## src/rtl/ccc_pkg.sv

```systemverilog
package ccc_pkg;

  typedef enum logic [2:0] {
    ST_IDLE,
    ST_AUTH,
    ST_BUSY,
    ST_DONE,
    ST_DEAD
  } ccc_state_e;

  localparam logic [7:0] CMD_COPY  = 8'h55;
  localparam logic [7:0] CONFIRM   = 8'hAA;
  localparam logic [7:0] IDLE_BYTE = 8'hFF;

  // number of bytes moved for a start/end offset pair (1..32)
  function automatic logic [5:0] span_len(input logic [4:0] s, input logic [4:0] e);
    return {1'b0, e} - {1'b0, s} + 6'd1;
  endfunction

  // target inside memory and ending offset not before start offset
  function automatic logic range_ok(input logic [15:0] t, input logic [4:0] e,
                                    input int unsigned mem_bytes);
    return (32'(t) < mem_bytes) && (e >= t[4:0]);
  endfunction

endpackage

```

## src/rtl/ccc_auth.sv

```systemverilog
module ccc_auth
  import ccc_pkg::*;
#(
  parameter int unsigned MEM_BYTES = 512
) (
  input  logic        clk,
  input  logic        rst_n,
  input  logic        bus_rst,
  input  logic        arm,
  input  logic        rx_valid,
  input  logic [7:0]  rx_byte,
  input  logic [15:0] ta,
  input  logic [7:0]  es,
  input  logic        prot,
  output logic        fin,
  output logic        pass
);

  logic [1:0] idx;
  logic       miss;
  logic       take;
  logic [7:0] expect_byte;

  assign take = arm && rx_valid && !bus_rst;

  always_comb begin
    unique case (idx)
      2'd0:    expect_byte = ta[7:0];
      2'd1:    expect_byte = ta[15:8];
      default: expect_byte = es;
    endcase
  end

  always_ff @(posedge clk or negedge rst_n) begin
    if (!rst_n) begin
      idx  <= 2'd0;
      miss <= 1'b0;
    end else if (bus_rst || !arm) begin
      idx  <= 2'd0;
      miss <= 1'b0;
    end else if (take) begin
      idx  <= idx + 2'd1;
      miss <= miss | (rx_byte != expect_byte);
    end
  end

  assign fin  = take && (idx == 2'd2);
  assign pass = fin && !miss && (rx_byte == es) &&
                range_ok(ta, es[4:0], MEM_BYTES) && !es[5] && !prot;

endmodule

```

## src/rtl/ccc_xfer.sv

```systemverilog
module ccc_xfer
  import ccc_pkg::*;
#(
  parameter int unsigned ADDR_W      = 9,
  parameter int unsigned BUSY_CYCLES = 64
) (
  input  logic              clk,
  input  logic              rst_n,
  input  logic              start,
  input  logic [ADDR_W-1:0] base_in,
  input  logic [4:0]        end_off,
  output logic [4:0]        sp_addr,
  input  logic [7:0]        sp_data,
  output logic              mem_we,
  output logic [ADDR_W-1:0] mem_addr,
  output logic [7:0]        mem_wdata,
  output logic              busy,
  output logic              done
);

  localparam int unsigned CW = $clog2(BUSY_CYCLES + 1);

  logic              run;
  logic [CW-1:0]     cyc;
  logic [ADDR_W-1:0] base;
  logic [5:0]        len;

  always_ff @(posedge clk or negedge rst_n) begin
    if (!rst_n) begin
      run  <= 1'b0;
      cyc  <= '0;
      base <= '0;
      len  <= '0;
    end else if (start) begin
      run  <= 1'b1;
      cyc  <= '0;
      base <= base_in;
      len  <= span_len(base_in[4:0], end_off);
    end else if (done) begin
      run <= 1'b0;
      cyc <= '0;
    end else if (run) begin
      cyc <= cyc + 1'b1;
    end
  end

  assign busy      = run;
  assign done      = run && (cyc == CW'(BUSY_CYCLES - 1));
  assign mem_we    = run && (32'(cyc) < 32'(len));
  assign mem_addr  = base + ADDR_W'(cyc);
  assign sp_addr   = base[4:0] + cyc[4:0];
  assign mem_wdata = sp_data;

endmodule

```

## src/rtl/ccc_copy_ctrl.sv

```systemverilog
module ccc_copy_ctrl
  import ccc_pkg::*;
#(
  parameter int unsigned ADDR_W      = 9,
  parameter int unsigned MEM_BYTES   = 512,
  parameter int unsigned BUSY_CYCLES = 64
) (
  input  logic              clk,
  input  logic              rst_n,
  input  logic              bus_rst,
  input  logic              rx_valid,
  input  logic [7:0]        rx_byte,
  input  logic [15:0]       ta,
  input  logic [7:0]        es,
  input  logic              prot,
  output logic [4:0]        sp_addr,
  input  logic [7:0]        sp_data,
  output logic              mem_we,
  output logic [ADDR_W-1:0] mem_addr,
  output logic [7:0]        mem_wdata,
  output logic              busy,
  output logic              aa_flag,
  output logic [7:0]        rd_byte
);

  ccc_state_e state;
  logic       rst_pend;
  logic       auth_fin;
  logic       auth_pass;
  logic       accept;
  logic       reject;
  logic       xfer_done;
  logic       cmd_take;

  ccc_auth #(.MEM_BYTES(MEM_BYTES)) u_auth (
    .clk      (clk),
    .rst_n    (rst_n),
    .bus_rst  (bus_rst),
    .arm      (state == ST_AUTH),
    .rx_valid (rx_valid),
    .rx_byte  (rx_byte),
    .ta       (ta),
    .es       (es),
    .prot     (prot),
    .fin      (auth_fin),
    .pass     (auth_pass)
  );

  ccc_xfer #(.ADDR_W(ADDR_W), .BUSY_CYCLES(BUSY_CYCLES)) u_xfer (
    .clk       (clk),
    .rst_n     (rst_n),
    .start     (accept),
    .base_in   (ta[ADDR_W-1:0]),
    .end_off   (es[4:0]),
    .sp_addr   (sp_addr),
    .sp_data   (sp_data),
    .mem_we    (mem_we),
    .mem_addr  (mem_addr),
    .mem_wdata (mem_wdata),
    .busy      (busy),
    .done      (xfer_done)
  );

  assign accept   = auth_pass;
  assign reject   = auth_fin && !auth_pass;
  assign cmd_take = (state == ST_IDLE) && rx_valid && !bus_rst;

  always_ff @(posedge clk or negedge rst_n) begin
    if (!rst_n) begin
      state    <= ST_IDLE;
      rst_pend <= 1'b0;
      aa_flag  <= 1'b0;
    end else begin
      if (accept)      aa_flag <= 1'b1;
      else if (reject) aa_flag <= 1'b0;

      unique case (state)
        ST_IDLE: if (cmd_take) state <= (rx_byte == CMD_COPY) ? ST_AUTH : ST_DEAD;
        ST_AUTH: begin
          if (bus_rst)     state <= ST_IDLE;
          else if (accept) state <= ST_BUSY;
          else if (reject) state <= ST_DEAD;
        end
        ST_BUSY: begin
          if (xfer_done) begin
            state    <= (rst_pend || bus_rst) ? ST_IDLE : ST_DONE;
            rst_pend <= 1'b0;
          end else if (bus_rst) begin
            rst_pend <= 1'b1;
          end
        end
        ST_DONE, ST_DEAD: if (bus_rst) state <= ST_IDLE;
        default: state <= ST_IDLE;
      endcase
    end
  end

  assign rd_byte = (state == ST_DONE) ? CONFIRM : IDLE_BYTE;

endmodule

```

## config.mk

```make
export PLATFORM = sky130hd
export DESIGN_NAME = ccc_copy_ctrl
export DESIGN_NICKNAME = d
export VERILOG_FILES = /design/src/rtl/ccc_pkg.sv /design/src/rtl/ccc_auth.sv /design/src/rtl/ccc_xfer.sv /design/src/rtl/ccc_copy_ctrl.sv
export SDC_FILE = /design/constraint.sdc
export NUM_CORES = 1
export LEC_CHECK = 0
export BUFFER_PORTS_ARGS = -buffer_cell sky130_fd_sc_hd__buf_4
export CAP_MARGIN = 0
export CORE_UTILIZATION = 47
export CTS_CLUSTER_SIZE = 10
export DETAILED_ROUTE_END_ITERATION = 10
export HOLD_SLACK_MARGIN = 0.12
export PLACE_DENSITY_LB_ADDON = 0.15
export REMOVE_ABC_BUFFERS = 1
export SLEW_MARGIN = 20
export SYNTH_ARGS = -nofsm -noshare
export SYNTH_HDL_FRONTEND = slang
export SYNTH_SLANG_ARGS = --single-unit
```

## constraint.sdc

```tcl
create_clock -name clk -period 2.1 [get_ports clk]
set_clock_uncertainty 0.1 [all_clocks]
set_input_delay 0.42 -clock clk [delete_from_list [all_inputs] [get_ports clk]]
set_output_delay 0.42 -clock clk [all_outputs]
set_load 0.02 [all_outputs]
```

Word-level counts from Yosys, hierarchy flattened --
Index checks and enable logic that the tools add are counted.
Storage, ports and cells: word-level logic and storage cells 89, output and inout bits 33, input bits 45, register bits 31
Cells by class: equal/unequal tests 14, add/subtract/negate cells 6, reductions and logical operators 32, order comparisons 3, multiplexer cells 24, bitwise gates (word level) 1
Operator list (count):
- two-way mux 7 bit | 4
- two-way mux 3 bit | 7
- less-than comparator 16 x 10 -> 1 bit (second input constant) | 1
- case mux 8 bit (2 select lines) | 1
- logical AND 1 bit | 14
- case mux 3 bit (4 select lines) | 1
- adder 9 x 7 -> 9 bit | 1
- == test 8 x 7 -> 1 bit (second input constant) | 1
- == test 8 bit | 1
- two-way mux 1 bit | 8
- != test 8 bit | 1
- nonzero test 2 bit | 4
- adder 7 x 1 -> 7 bit (second input constant) | 1
- == test 7 x 6 -> 1 bit (second input constant) | 1
- less-than comparator 7 x 6 -> 1 bit | 1
- adder 6 x 1 -> 6 bit (second input constant) | 1
- == test 3 x 2 -> 1 bit (second input constant) | 2
- zero test 1 bit | 6
- two-way mux 2 bit | 3
- subtractor 5 x 5 -> 6 bit | 1
- adder 5 bit | 1
- >= comparator 5 bit | 1
- != test 2 bit (second input constant) | 2
- != test 4 bit (second input constant) | 1
- other kinds (14) | 15

Longest topological paths before layout --
Gate-level depths: netlist of the first run.
word-level depth 15, gate-level depth with buffers 12, depth with buffers taken out 12

Hierarchy --
A second synthesis of the first run with hierarchy kept.
Unflattened totals: cell total of the unflattened synthesis 297, area, all modules 2806.4 um2
Modules (own cells, without submodules):
- ccc_xfer | instances 1, area an instance 1726.7 um2, cells each 171, seq. area each 575.6 um2
- ccc_auth | instances 1, area an instance 618.1 um2, cells each 76, seq. area each 75.1 um2
- ccc_copy_ctrl | instances 1, area an instance 461.7 um2, cells each 50, seq. area each 125.1 um2

Worst setup path before layout of the first run --
Ideal clock, no wire load.
path kind flip-flop to output port, from register u_xfer.cyc[0], to output mem_addr[8], data required time 1.580 ns, stages on the path, launching flop included 9, path buffers 0, slack -0.807 ns, arrival time 2.387 ns, cells stage by stage dfrtp_1 ha_1 inv_1 fa_1 nor2b_1 o21ai_0 a21boi_0 o21ai_0 o311ai_0
Between the ends: cells in the longest elaborated chain, start to end 1
Ends and longest elaborated chain:
- from (decl) | RTL line ccc_xfer.sv:24 | logic [CW-1:0] cyc;
- from (signal assigned) | RTL line ccc_xfer.sv:43 | cyc <= cyc + 1'b1;
- adder 9 x 7 -> 9 bit | RTL line ccc_xfer.sv:50 | assign mem_addr = base + ADDR_W'(cyc);
- to (decl) | RTL line ccc_copy_ctrl.sv:19 | output logic [ADDR_W-1:0] mem_addr,
No other way between the ends.

Worst setup path in the final report of the first run --
from register u_xfer.cyc[0], to output mem_addr[6]
The elaborated chain is that of the path after synthesis.

==> results of run 1 <==
-- layout make-up --
type                    count  area [sq um]  area share, %
multi-input cells         212          1830           47.7
repair buffers            112           945           24.6
flip-flops and latches     31           776           20.2
inverters                  34           130           3.39
well taps                  70          87.6           2.28
clock buffers               6          72.6           1.89
-- final timing paths --
path                                        to  slack [ps]
max in group asynchronous             rst_pend        1100
worst max register to register  u_xfer.base[0]         -60
worst min register to register   u_xfer.len[5]         420
worst max-delay path               mem_addr[6]        -560
min in group asynchronous        u_xfer.cyc[1]         500
worst min-delay path            u_xfer.base[7]         280
-- power by group --
group	switching [mW]	internal, mW
Clock	0.207	0.220
Sequential	0.00501	0.607
Combinational	0.187	0.181
-- metal layers --
| metal | vias up | GRT usage [%] | part of all wire, % |
|---|---|---|---|
| met4 | 0 | 8.30 | 2.1 |
| met3 | 13 | 4.40 | 4.3 |
| met2 | 76 | 41.0 | 50 |
| li1 | 1190 | - | - |
| met1 | 1133 | 29.2 | 43 |
| met5 | - | 0 | 0 |
-- critical path, cell delays in order (launching register included) --
cell and delay [ps]:
dfrtp_1 390, ha_4 150, inv_2 30, fa_2 340
nor2b_2 150, o21ai_2 80, a21boi_2 170, o21ai_2 90
nor2b_1 150, xnor2_1 130, buf_4 160
-- logic make-up after synthesis --
kind of cell	count (synthesis)
flip-flops	31
AO/OA/AOI/OAI	60
multiplexers	12
buffers and inverters	62
AND/OR/NAND/NOR	80
adder cells (fa/ha/maj)	30
XOR/XNOR	26
other	1
-- what timing repair did --
action | 4_1_cts | 5_1_grt
cloned | 0 | 1
pin swaps | 17 | 17
buffers inserted | 8 | 4
endpoints found under the setup margin | 31 | 33
gates resized for setup | 42 | 47
hold endpoints to repair | 31 | 0
hold buffers | 1 | 0
-- synthesized netlist by cell type, types with 2 or more instances --
cell and instances:
inv_1 34, dfrtp_1 31, nor2_1 28, ha_1 27, a21oi_1 21, buf_4 21, nand2_1 19, xnor2_1 16
o21ai_0 14, xor2_1 10, a22o_1 8, mux2_1 7, nor3_1 6, nand4_1 5, nand3_1 4, nor2b_1 4
nor4_1 4, a21o_1 3, buf_2 3, fa_1 3, mux2i_1 3, clkbuf_1 2, mux2_2 2, nand2b_1 2
nor4bb_1 2, o211ai_1 2
-- flip-flops by register name, summed over array words and instances, names as in the netlist --
name	flops
state	3
u_xfer.base	9
rst_pend	1
u_xfer.len	6
u_auth.miss	1
u_auth.idx	2
aa_flag	1
u_xfer.cyc	7
u_xfer.busy	1
-- per-stage QoR --
step	setup slack [ps]	area, sq um	total power [mW]
floorplan	-807	2460	0.794
global placement	-485	3340	0.958
detailed placement	-589	3340	0.965
CTS	-594	3630	1.40
global route	-661	3840	1.48
finish	-559	3840	1.41
==> impl_metrics.ini, run 1 <==
[layout]
fill_cells = 401
drive_above_1_share_pct = 43.5
diodes = 0
layout_common_cells = buf_4 (91), dfrtp_1 (31), inv_1 (29), nor2_1 (22), ha_1 (20)
finalNonFillerCells = 465
utilization_pct = 72.9
area_growth_pct = 45.2
layout_commonest_cell = buf_4
fin_nets = 471

[synthesis]
avgSynthCellArea_sq_um = 8.76
synthAdderAreaFrac_pct = 15.0
synth-seq-cells = 31
synthMuxAreaShare_pct = 4.97
synth-xor-area-share_pct = 8.61
synth_enable_flop_cells = 0
synth_top_area_share_pct = 29.3
synthCells = 302
synthDistinctLibCells = 47
synth_ff_type = dfrtp_1
synth_compound_area_share_pct = 14.5
yosys.area.top_type = dfrtp_1
synth_warnings = 0
synthSimpleGateAreaFrac_pct = 15.2
syn_area_sq_um = 2650
synth_area_leaders = dfrtp_1 (29%), ha_1 (13%), buf_4 (6.0%), xnor2_1 (5.3%), inv_1 (4.8%)
synth_top_family_by_area = simple AND/OR/NAND/NOR gates
ys_seq_area_share_pct = 29.3
async_reset_ff_share_pct = 100

[power_and_ir_drop]
p_leak_nw = 1.87
peakVddDrop_mv = 0.216
power_density_nw_per_um2 = 366

[global_route]
grt_pass1_vias = 2403
grt_pass1_wl_mm = 11.0
grt_max_degree = 32
grt-ovfl-total = 0
grt_use_total_pct = 23.6
antenna_found_initial = 0

[timing]
setup_viol = 20
hold_slack_ps = 277
period_share_pct = 127
fin_crit_ps = 2660
hold_violations = 0
worstMarginPinSlew_ps = 521
setup_ws_ps = -559
max_slew_margin_pct = 64.9
tns_ps = -3640
rsz0062_at_grt = true
slew_violations = 0
fmax_mhz = 376

[routing]
via_per_inst = 5.19
wl_per_cell_um = 14.6
ant_nets = 0
drt-pass1-iter-count = 4
drt_wl_total_mm = 6.80
vias = 2412
route.detailed.drc = 0
drtIter0Drc = 137

[setup_path]
arrival_ps = 2140
start_kind = flip-flop
crit_start = u_xfer.cyc[0]
end_kind = output pin
r2r_start = state[1]
crit_fanout = 3
reg2reg_depth = 7
crit_type = reg2out
cp.required_ps = 1580

[clock_tree]
clockBufferDepth = 2
clkLatencyLatePin_ps = 280
cts_tree = built
cts_made_buffers = 5
clock_sinks = 31
htreeDepth = 2
clk_pin_slew_ps = 60
cts_root_buffer = clkbuf_8

[run]
cap_violations = 0

[place]
finalWeightedCongestion = 0.864
dpl.hpwl_mm = 5.02
dp_cells = 451
port-buffer-count = 57

[worst_hold_path]
hold_depth = 3
min_from = ta[7]
hp-class = in2reg

[die]
row_count = 26
die_area_sq_um = 5930
fp.dieW_um = 77.0
die_y_um = 77.0
io_pins = 78
start_util_pct = 50.2
core_area_sq_um = 5270

[status]
status = finished, violations left
violations = negative setup slack
(Power assumes the default switching activity.)
==> run 2: changes to the inputs <==
--- a/config.mk
+++ b/config.mk
@@ -7,7 +7,9 @@
 export LEC_CHECK = 0
 export BUFFER_PORTS_ARGS = -buffer_cell sky130_fd_sc_hd__buf_4
 export CAP_MARGIN = 0
+export CORE_ASPECT_RATIO = 1.75
 export CORE_UTILIZATION = 47
+export CTS_CLUSTER_DIAMETER = 80
 export CTS_CLUSTER_SIZE = 10
 export DETAILED_ROUTE_END_ITERATION = 10
 export HOLD_SLACK_MARGIN = 0.12
==> impl_metrics.ini, run 2 (synthesis gave the netlist of run 1 again) <==
[setup_path]
arrival_ps = 2180
end_kind = output pin
cp_num_buf_inv = 2
r2r_start = state[1]
crit_family = adder cells
crit_type = reg2out
cp_slowest_stage_delay_ps = 360
cp.required_ps = 1580
start_kind = flip-flop
crit_top_cell = o21ai_2
path_cells = ha_2, inv_2, fa_2, nor2b_2, o21ai_2, a21boi_2, o21ai_2, nor2b_4, xnor2_1, buf_4
crit_start = u_xfer.base[0]
slowest_stage = dfrtp_1
crit_fanout = 3

[global_route]
grt_pass1_wl_mm = 11.2
grt_pass1_vias = 2530
grt_max_degree = 32
antenna_found_initial = 0
grt_use_total_pct = 25.3
grt-ovfl-total = 0

[timing]
fmax_mhz = 370
tns_ps = -7730
setup_viol = 39
slew_violations = 0
period_share_pct = 129
setup_ws_ps = -605
hold_violations = 0
rsz0062_at_grt = true
fin_crit_ps = 2700

[place]
finalWeightedCongestion = 0.837
dpl.hpwl_mm = 5.32
port-buffer-count = 57
placed_cell_area_sq_um = 3320

[routing]
ant_nets = 0
wl_per_cell_um = 16.2
drt_wl_total_mm = 7.66
route.detailed.drc = 0
drtIter0Drc = 69
vias = 2535
drt-pass1-iter-count = 4
via_per_inst = 5.35

[power_and_ir_drop]
fin_total_pwr_mw = 1.50
switching_share_pct = 27.8
p_sw_mw = 0.417
p_int_mw = 1.08
comb_power_share_pct = 24.8
seqPwrFrac_pct = 40.7
clkPwrFrac_pct = 34.5
power_density_nw_per_um2 = 380
p_leak_nw = 1.93
peakVddDrop_mv = 0.481

[clock_tree]
clockBufferDepth = 2
cts_tree = built
clkLatencyLatePin_ps = 280
htreeDepth = 2
clk_pin_slew_ps = 60
cts_root_buffer = clkbuf_8
cts_made_buffers = 5
clock_sinks = 31

[layout]
drive_above_1_share_pct = 46.3
largest_reg_flops = 9
final_cell_area_sq_um = 3950
area_growth_pct = 49.3
top_register = u_xfer.base
layout_common_cells = buf_4 (95), inv_1 (32), dfrtp_1 (31), ha_1 (21), a21oi_1 (17)
utilization_pct = 73.9
layout_commonest_cell = buf_4
fin_nets = 474
largestRegisters = u_xfer.base (9), u_xfer.cyc (7), u_xfer.len (6)
diodes = 0

[worst_hold_path]
min_from = ta[7]
hp-class = in2reg

[die]
die_area_sq_um = 5940
row_count = 35
core_area_sq_um = 5340
io_pins = 78
fp.dieW_um = 58.7
die_y_um = 101
start_util_pct = 49.5

[status]
violations = negative setup slack
status = finished, violations left

[run]
cap_violations = 0
[run 2: power groups by stage]
stage | logic, mW | registers (mW) | clock network [mW]
after floorplan | 0.167 | 0.627 | 0
after global placement | 0.343 | 0.622 | 0
after detailed placement | 0.345 | 0.622 | 0
after CTS | 0.356 | 0.611 | 0.530
after global routing | 0.406 | 0.611 | 0.567
final | 0.372 | 0.611 | 0.518
[run 2: per-layer routing]
layer / vias to the layer above / part of all wire (%) / global-route usage, % / routed length (um)
met5: - / 0 / 0 / 0
met4: 0 / 4.1 / 11.4 / 316
met3: 27 / 4.2 / 6.13 / 324
met2: 99 / 56 / 47.8 / 4310
met1: 1208 / 35 / 25.3 / 2700
li1: 1201 / - / - / -
[run 2: final cells by class]
cell class,count,area [sq um]
Inverter,34,128
Timing Repair Buffer,115,976
Tap cell,74,92.6
Sequential cell,31,776
Clock buffer,8,100
Multi-Input combinational cell,212,1880
Fill cell,413,1390
[run 2: final timing paths]
kind	endpoint	slack, ps	cells after the start
setup / recovery	mem_addr[6]	-600	10
hold / removal	u_xfer.base[7]	270	3
setup reg to reg	u_xfer.len[0]	-220	7
hold reg to reg	u_xfer.len[0]	420	1
max in group asynchronous	u_xfer.len[5]	1090	2
min in group asynchronous	u_xfer.cyc[4]	510	2
[run 2: metrics by stage]
step	hold slack, ps	instances	setup WS [ps]
finish	269	474	-605
global route	263	474	-686
CTS	285	466	-614
detailed placement	282	451	-613
global placement	280	451	-546
floorplan	24.4	277	-807
[run 2: repair_timing]
action | CTS | global route
pin swaps | 20 | 21
setup buffers | 5 | 11
resized for setup | 58 | 48
endpoints found under the setup margin | 37 | 41
gates cloned | 1 | 0
endpoints found under the hold margin | 31 | 0
hold buffers | 1 | 0
[run 2: worst reg2reg max path, cell delays in order (launching register included)]
cell	delay, ps
dfrtp_1	380
or4b_4	540
nor2_4	120
nand3_2	110
nor4_4	330
buf_4	170
clkbuf_16	150
mux2_4	300
